**src/rtl/spifl_fe_pkg.sv**
```systemverilog
package spifl_fe_pkg;

    localparam int BYTE_W     = 8;
    localparam int ADDR_BYTES = 3;
    localparam int ARG_W      = BYTE_W * ADDR_BYTES;
    localparam int BIT_CNT_W  = $clog2(BYTE_W);
    localparam int BYTE_CNT_W = $clog2(ADDR_BYTES + 3);

    localparam logic [BYTE_W-1:0] OP_WR_EN      = 8'h06;
    localparam logic [BYTE_W-1:0] OP_WR_DIS     = 8'h04;
    localparam logic [BYTE_W-1:0] OP_STAT_RD    = 8'h05;
    localparam logic [BYTE_W-1:0] OP_STAT_WR    = 8'h01;
    localparam logic [BYTE_W-1:0] OP_SECT_ERASE = 8'h20;
    localparam logic [BYTE_W-1:0] OP_CHIP_ERASE = 8'hC7;

    typedef enum logic [2:0] {
        CMD_NONE       = 3'd0,
        CMD_WR_EN      = 3'd1,
        CMD_WR_DIS     = 3'd2,
        CMD_STAT_WR    = 3'd3,
        CMD_SECT_ERASE = 3'd4,
        CMD_CHIP_ERASE = 3'd5,
        CMD_STAT_RD    = 3'd6
    } cmd_e;

    // Pin-level events after synchronisation, one bundle per clk cycle.
    typedef struct packed {
        logic sel;      // device selected
        logic act;      // selected and not paused
        logic rise;     // rising serial clock, counted
        logic fall;     // falling serial clock, counted
        logic si;       // synchronised data input
        logic cs_rise;  // deselect event
    } pin_ev_t;

    function automatic cmd_e decode_op(input logic [BYTE_W-1:0] op);
        case (op)
            OP_WR_EN:      return CMD_WR_EN;
            OP_WR_DIS:     return CMD_WR_DIS;
            OP_STAT_RD:    return CMD_STAT_RD;
            OP_STAT_WR:    return CMD_STAT_WR;
            OP_SECT_ERASE: return CMD_SECT_ERASE;
            OP_CHIP_ERASE: return CMD_CHIP_ERASE;
            default:       return CMD_NONE;
        endcase
    endfunction

    function automatic logic [BYTE_CNT_W-1:0] arg_bytes(input cmd_e c);
        case (c)
            CMD_STAT_WR:    return BYTE_CNT_W'(1);
            CMD_SECT_ERASE: return BYTE_CNT_W'(ADDR_BYTES);
            default:        return '0;
        endcase
    endfunction

    function automatic logic is_strobed(input cmd_e c);
        return (c != CMD_NONE) && (c != CMD_STAT_RD);
    endfunction

endpackage

```
**src/rtl/spifl_pin_sync.sv**
```systemverilog
module spifl_pin_sync
    import spifl_fe_pkg::*;
#(
    parameter int STAGES = 2
) (
    input  logic    clk,
    input  logic    rst,
    input  logic    sclk,
    input  logic    cs_n,
    input  logic    si,
    input  logic    hold_n,
    output pin_ev_t ev
);
    localparam int NPIN = 4;
    localparam logic [NPIN-1:0] IDLE_LVL = 4'b0101; // {sclk, cs_n, si, hold_n}

    logic [NPIN-1:0]   raw;
    logic [NPIN-1:0]   synced;
    logic [STAGES-1:0] chain [NPIN];

    assign raw = {sclk, cs_n, si, hold_n};

    for (genvar g = 0; g < NPIN; g++) begin : g_sync
        always_ff @(posedge clk) begin
            if (rst) chain[g] <= {STAGES{IDLE_LVL[g]}};
            else     chain[g] <= {chain[g][STAGES-2:0], raw[g]};
        end
        assign synced[g] = chain[g][STAGES-1];
    end

    logic sclk_s, cs_s, si_s, hold_s;
    logic sclk_q, cs_q;
    assign {sclk_s, cs_s, si_s, hold_s} = synced;

    always_ff @(posedge clk) begin
        if (rst) begin
            sclk_q <= 1'b0;
            cs_q   <= 1'b1;
        end else begin
            sclk_q <= sclk_s;   // tracked during hold too, so no stale edge
            cs_q   <= cs_s;
        end
    end

    always_comb begin
        ev.sel     = !cs_s;
        ev.act     = !cs_s && hold_s;
        ev.rise    = ev.act && sclk_s && !sclk_q;
        ev.fall    = ev.act && !sclk_s && sclk_q;
        ev.si      = si_s;
        ev.cs_rise = cs_s && !cs_q;
    end

endmodule

```
**src/rtl/spifl_rx_framer.sv**
```systemverilog
module spifl_rx_framer
    import spifl_fe_pkg::*;
(
    input  logic             clk,
    input  logic             rst,
    input  pin_ev_t          ev,
    output logic             cmd_stb,
    output cmd_e             cmd_code,
    output logic [ARG_W-1:0] cmd_arg,
    output logic             rd_active
);
    localparam logic [BYTE_CNT_W-1:0] BYTE_MAX = '1;

    logic [BIT_CNT_W-1:0]  bit_cnt;
    logic [BYTE_CNT_W-1:0] byte_cnt;
    logic [BYTE_W-1:0]     rx_sr;
    logic [ARG_W-1:0]      arg_sr;
    cmd_e                  op;
    logic [BYTE_W-1:0]     byte_in;
    logic                  complete;

    assign byte_in  = {rx_sr[BYTE_W-2:0], ev.si};
    assign complete = (bit_cnt == '0) && is_strobed(op)
                   && (byte_cnt == BYTE_CNT_W'(1) + arg_bytes(op));

    always_ff @(posedge clk) begin
        if (rst) begin
            bit_cnt   <= '0;
            byte_cnt  <= '0;
            rx_sr     <= '0;
            arg_sr    <= '0;
            op        <= CMD_NONE;
            rd_active <= 1'b0;
            cmd_stb   <= 1'b0;
            cmd_code  <= CMD_NONE;
            cmd_arg   <= '0;
        end else begin
            cmd_stb <= 1'b0;
            if (ev.cs_rise) begin
                if (complete) begin
                    cmd_stb  <= 1'b1;
                    cmd_code <= op;
                    cmd_arg  <= arg_sr;
                end
                bit_cnt   <= '0;
                byte_cnt  <= '0;
                op        <= CMD_NONE;
                rd_active <= 1'b0;
                arg_sr    <= '0;
            end else if (!ev.sel) begin
                bit_cnt   <= '0;
                byte_cnt  <= '0;
                op        <= CMD_NONE;
                rd_active <= 1'b0;
            end else if (ev.rise) begin
                rx_sr   <= byte_in;
                bit_cnt <= bit_cnt + 1'b1;
                if (bit_cnt == BIT_CNT_W'(BYTE_W - 1)) begin
                    if (byte_cnt == '0) begin
                        op        <= decode_op(byte_in);
                        rd_active <= (decode_op(byte_in) == CMD_STAT_RD);
                    end else begin
                        arg_sr <= {arg_sr[ARG_W-BYTE_W-1:0], byte_in};
                    end
                    if (byte_cnt != BYTE_MAX) byte_cnt <= byte_cnt + 1'b1;
                end
            end
        end
    end

    // a strobe only follows a deselect event
    a_r6_strobe_after_deselect: assert property (@(posedge clk) disable iff (rst)
        cmd_stb |-> $past(ev.cs_rise));
    // strobe lasts a single cycle
    a_r6_strobe_one_cycle: assert property (@(posedge clk) disable iff (rst)
        cmd_stb |=> !cmd_stb);
    // never strobe a non-command or the read code
    a_r8_strobe_kind_valid: assert property (@(posedge clk) disable iff (rst)
        cmd_stb |-> (cmd_code != CMD_NONE && cmd_code != CMD_STAT_RD));
    // a pause freezes the framing state
    a_r5_hold_freezes_framing: assert property (@(posedge clk) disable iff (rst)
        (ev.sel && !ev.act) |=> ($stable(bit_cnt) && $stable(rx_sr)));
    // deselect leaves the framer idle
    a_r7_idle_when_deselected: assert property (@(posedge clk) disable iff (rst)
        !ev.sel |=> (bit_cnt == '0 && byte_cnt == '0 && !rd_active));

endmodule

```
**src/rtl/spifl_tx_status.sv**
```systemverilog
module spifl_tx_status
    import spifl_fe_pkg::*;
(
    input  logic              clk,
    input  logic              rst,
    input  pin_ev_t           ev,
    input  logic              rd_active,
    input  logic [BYTE_W-1:0] status_i,
    output logic              so,
    output logic              so_oe
);
    logic [BYTE_W-2:0]    tx_sr;
    logic [BIT_CNT_W-1:0] out_cnt;
    logic                 driving;

    always_ff @(posedge clk) begin
        if (rst || !rd_active) begin
            tx_sr   <= '0;
            out_cnt <= '0;
            driving <= 1'b0;
            so      <= 1'b0;
        end else if (ev.fall) begin
            driving <= 1'b1;
            out_cnt <= out_cnt + 1'b1;
            if (out_cnt == '0) begin
                so    <= status_i[BYTE_W-1];      // byte start: fresh sample
                tx_sr <= status_i[BYTE_W-2:0];
            end else begin
                so    <= tx_sr[BYTE_W-2];
                tx_sr <= {tx_sr[BYTE_W-3:0], 1'b0};
            end
        end
    end

    assign so_oe = driving && ev.act;

    // output bit changes only on a counted falling edge
    a_r3_so_moves_on_fall: assert property (@(posedge clk) disable iff (rst)
        (rd_active && ev.sel && !ev.fall) |=> $stable(so));
    // the byte position counter only advances on falling edges
    a_r4_out_cnt_on_fall: assert property (@(posedge clk) disable iff (rst)
        (rd_active && ev.sel && !ev.fall) |=> $stable(out_cnt));

endmodule

```
**src/rtl/spi_flash_cmd_frontend.sv**
```systemverilog
module spi_flash_cmd_frontend
    import spifl_fe_pkg::*;
#(
    parameter int SYNC_STAGES = 2
) (
    input  logic        clk,
    input  logic        rst,
    input  logic        spi_sclk,
    input  logic        spi_cs_n,
    input  logic        spi_si,
    input  logic        spi_hold_n,
    input  logic [7:0]  status_i,
    output logic        spi_so,
    output logic        spi_so_oe,
    output logic        cmd_stb,
    output logic [2:0]  cmd_code,
    output logic [23:0] cmd_arg
);
    pin_ev_t          ev;
    cmd_e             code_e;
    logic             rd_active;
    logic [ARG_W-1:0] arg_w;

    spifl_pin_sync #(.STAGES(SYNC_STAGES)) u_sync (
        .clk    (clk),
        .rst    (rst),
        .sclk   (spi_sclk),
        .cs_n   (spi_cs_n),
        .si     (spi_si),
        .hold_n (spi_hold_n),
        .ev     (ev)
    );

    spifl_rx_framer u_rx (
        .clk       (clk),
        .rst       (rst),
        .ev        (ev),
        .cmd_stb   (cmd_stb),
        .cmd_code  (code_e),
        .cmd_arg   (arg_w),
        .rd_active (rd_active)
    );

    spifl_tx_status u_tx (
        .clk       (clk),
        .rst       (rst),
        .ev        (ev),
        .rd_active (rd_active),
        .status_i  (status_i),
        .so        (spi_so),
        .so_oe     (spi_so_oe)
    );

    assign cmd_code = code_e;
    assign cmd_arg  = arg_w;

    // quiet immediately after reset
    a_r1_quiet_after_reset: assert property (@(posedge clk)
        $past(rst) |-> (!cmd_stb && !spi_so_oe));

endmodule

```
**config.mk**
```make
export PLATFORM = sky130hd
export DESIGN_NAME = spi_flash_cmd_frontend
export DESIGN_NICKNAME = d
export VERILOG_FILES = /design/src/rtl/spifl_fe_pkg.sv /design/src/rtl/spifl_pin_sync.sv /design/src/rtl/spifl_rx_framer.sv /design/src/rtl/spifl_tx_status.sv /design/src/rtl/spi_flash_cmd_frontend.sv
export SDC_FILE = /design/constraint.sdc
export NUM_CORES = 1
export LEC_CHECK = 0
export BUFFER_PORTS_ARGS = -buffer_cell sky130_fd_sc_hd__buf_2
export CAP_MARGIN = 30
export CORE_ASPECT_RATIO = 0.6
export CORE_MARGIN = 1
export CORE_UTILIZATION = 62
export DETAILED_ROUTE_END_ITERATION = 7
export GPL_TIMING_DRIVEN = 0
export PLACE_DENSITY = 0.91
export RECOVER_POWER = 100
export REMOVE_ABC_BUFFERS = 1
export SETUP_SLACK_MARGIN = 0.15
export SLEW_MARGIN = 20
export SYNTH_ARGS = -nofsm -noshare
export SYNTH_HDL_FRONTEND = slang
export SYNTH_HIERARCHICAL = 1
export SYNTH_SLANG_ARGS = --single-unit
```
**constraint.sdc**
```tcl
create_clock -name clk -period 3.8 [get_ports clk]
set_input_delay 0.38 -clock clk [delete_from_list [all_inputs] [get_ports clk]]
set_output_delay 0.38 -clock clk [all_outputs]
set_load 0.03 [all_outputs]
```
==> flow_summary.json <==
{
  "cts_repair_resize_count": 0,
  "busiest_layer": "met2",
  "reg2reg_slack_ps": 1030,
  "design.core.area_um2": 5730,
  "ir_drop_uv": 243,
  "die_x_um": 103,
  "cp-startpoint": "u_rx/byte_cnt[2]",
  "grt_pass1_vias": 2697,
  "clock_skew_ps": 9.34,
  "met1_usage_pct": 29.2,
  "holdCritPathClass": "input pin to flop",
  "die_h_um": 62.6,
  "hold_slack_ps": 184,
  "wirelength_um": 6980,
  "drive_gt1_share_pct": 7.47,
  "critical_path_peak_fanout": 8,
  "synth.top_cells.by_count": "dfxtp_1 (91), nand2_1 (71), nand2b_1 (56)",
  "synthMostInstantiatedCell": "dfxtp_1",
  "synth_edf_count": 0,
  "yosysSeqAreaShare_pct": 47.9,
  "arrival_ps": 3070,
  "dieArea_um2": 6460,
  "vias": 2853,
  "ios": 44,
  "avgRoutedWirePerCell_um": 13.0,
  "tns_ps": 0,
  "finalCritPeriodShare_pct": 72.9,
  "syn_area_um2": 3800,
  "cts_sinks": 91,
  "dp_hpwl_um": 4660,
  "cp-start-kind": "flop",
  "finalHoldViolations": 0,
  "synthArstFlopShare_pct": 0,
  "leakagePower_nw": 1.64,
  "diodes": 0,
  "port_buffers": 43,
  "worstMarginPinSlew_ps": 1940,
  "clk_pin_slew_ps": 90,
  "cts.root.buffer_cell": "clkbuf_8",
  "fin_crit_ps": 2770,
  "holdPathStages": 2,
  "ys.flop_type": "dfxtp_1",
  "hp-start": "spi_hold_n",
  "use_met3_pct": 7.61,
  "syn_to_final_growth_pct": 9.35,
  "holdPathEnd": "u_sync/chain[0][0]",
  "slew_headroom_pct": -29.1,
  "synthDominantCellAreaShare_pct": 47.9,
  "path_class": "flop to flop",
  "rsz0062_at_grt": "false",
  "grt_pass1_wl_um": 12000,
  "post-place-ws_ps": 1500,
  "overflow": 0,
  "synth_area_leader_cell": "dfxtp_1",
  "grt_max_degree": 76,
  "ys_types": 44,
  "numCtsBuffers": 9,
  "antenna_left": 0,
  "drtIter0Drc": 139,
  "cap_viol_max_count": 1,
  "cts_setup_buffers": 0,
  "yosysWarnings": 6,
  "p_total_w": 0.00161,
  "status": "finished, violations left",
  "met2_usage_pct": 40.3,
  "violations": "max-capacitance violations, max-slew violations",
  "place.gp.congestion": 0.834,
  "worstReg2RegStart": "u_rx/byte_cnt[2]",
  "ff2ff_path_depth": 7,
  "setup_ws_ps": 1030,
  "register_area_um2": 1820,
  "synthTopCellsByArea": "dfxtp_1 (48%), mux2i_1 (10%), nand2b_1 (9.2%)",
  "worstPathRequired_ps": 4090,
  "drcViolationCount": 0,
  "grt_usage_pct": 24.1,
  "antenna_found_initial": 0,
  "cts_hold_buf": 0,
  "tritoncts": "yes",
  "htree_num_levels": 3,
  "slew_violations": 65,
  "fmax_mhz": 361,
  "p_per_area_nw_per_um2": 387,
  "ctsLongestPathBuffers": 2,
  "first_pass_iters": 5,
  "fp-row-count": 21,
  "fillerInstances": 436,
  "ys_seq_elements": 91,
  "setup_viol": 0,
  "netlist_instances": 418,
  "initial_core_util_pct": 66.3,
  "timing.rr.end": "u_rx/cmd_arg[6]",
  "avgViaCountPerCell": 5.33,
  "fin_nets": 472,
  "cp-end-kind": "flop",
  "postSynthAreaPerCell_um2": 9.09,
  "multi_input_area_um2": 1810,
  "clk_latency_ps": 360
}
-- critical path, cell delays in order, from the launching register on --
cell and delay (ps):
dfxtp_1 460, and3b_1 210, o21a_1 160, o211ai_1 540
clkbuf_1 410, clkbuf_1 430, buf_4 260, mux2i_1 210
-- routing by layer --
| metal | vias to the layer above | part of all wire, % |
|---|---|---|
| met1 | 1323 | 45 |
| met4 | 0 | 0.89 |
| met3 | 6 | 5.3 |
| met2 | 77 | 48 |
| met5 | - | 0 |
| li1 | 1447 | - |
-- cell type report --
type                    instances  area share (%)
clock buffers                  10            3.31
clock inverters                 6            1.14
inverters                       7           0.632
multi-input cells             292            43.5
flip-flops and latches         91            43.8
well taps                      80            2.41
repair buffers                 49            5.18
-- registers in the layout, summed over array words and instances, names as in the netlist, 7 cells and up --
register,cells
u_tx/tx_sr,7
u_rx/arg_sr,24
u_rx/rx_sr,7
u_rx/cmd_arg,24
u_sync/chain,8
-- layout by cell type, fill, tap and decap left out, types with 2 or more instances in the layout --
cell type | netlist | routed
and4bb_2 | 2 | 2
buf_2 | 5 | 13
nor2_1 | 28 | 28
nand2_1 | 71 | 71
o21ai_1 | 2 | 2
nor3_1 | 4 | 4
or2_1 | 6 | 6
inv_1 | 7 | 7
clkbuf_1 | 16 | 34
a21oi_1 | 28 | 28
ha_1 | 8 | 8
a311oi_1 | 7 | 7
nand4_1 | 2 | 2
nand2b_1 | 56 | 56
nand3_1 | 2 | 2
nor2b_1 | 8 | 8
nor4_1 | 2 | 2
dfxtp_1 | 91 | 91
xnor2_1 | 4 | 4
clkinv_2 | 0 | 2
nand3b_1 | 2 | 2
or3_1 | 2 | 2
inv_6 | 0 | 2
clkbuf_8 | 0 | 10
mux2i_1 | 39 | 39
-- through the flow --
stage | utilization [%] | instance area (um2) | std cells
finish | 72.5 | 4160 | 535
global route | 72.5 | 4160 | 535
CTS | 73.4 | 4200 | 534
detailed placement | 70.2 | 4020 | 518
global placement | 69.3 | 3970 | 513
floorplan | - | 3650 | 390
-- power breakdown --
part | internal [W] | switching, W | total, W | leakage [nW]
Clock | 0.000264 | 0.000347 | 0.000610 | 0.0989
Combinational | 0.0000186 | 0.0000197 | 0.0000383 | 0.808
Sequential | 0.000957 | 0.00000255 | 0.000960 | 0.735
Total | 0.00124 | 0.000369 | 0.00161 | 1.64
-- kinds of logic after synthesis --
kind of cell | after synthesis | share of synthesized area [%]
simple gates | 194 | 26.1
flops | 91 | 47.9
compound gates | 46 | 7.34
mux | 39 | 10.3
buf+inv | 35 | 4.51
fa+ha+maj | 8 | 2.63
xor+xnor | 5 | 1.15
-- how the worst max path moves through the flow --
stage | to | slack (ps) | cells after the start
after floorplan | u_rx/cmd_arg[0] | 750 | 4
after global placement | u_rx/cmd_arg[14] | 140 | 4
after detailed placement | u_rx/cmd_arg[18] | 1500 | 8
after CTS | u_rx/cmd_arg[14] | 1470 | 8
after global routing | u_rx/arg_sr[8] | 790 | 4
final | u_rx/cmd_arg[6] | 1030 | 7
No activity file was read; power rests on OpenSTA's default activity.
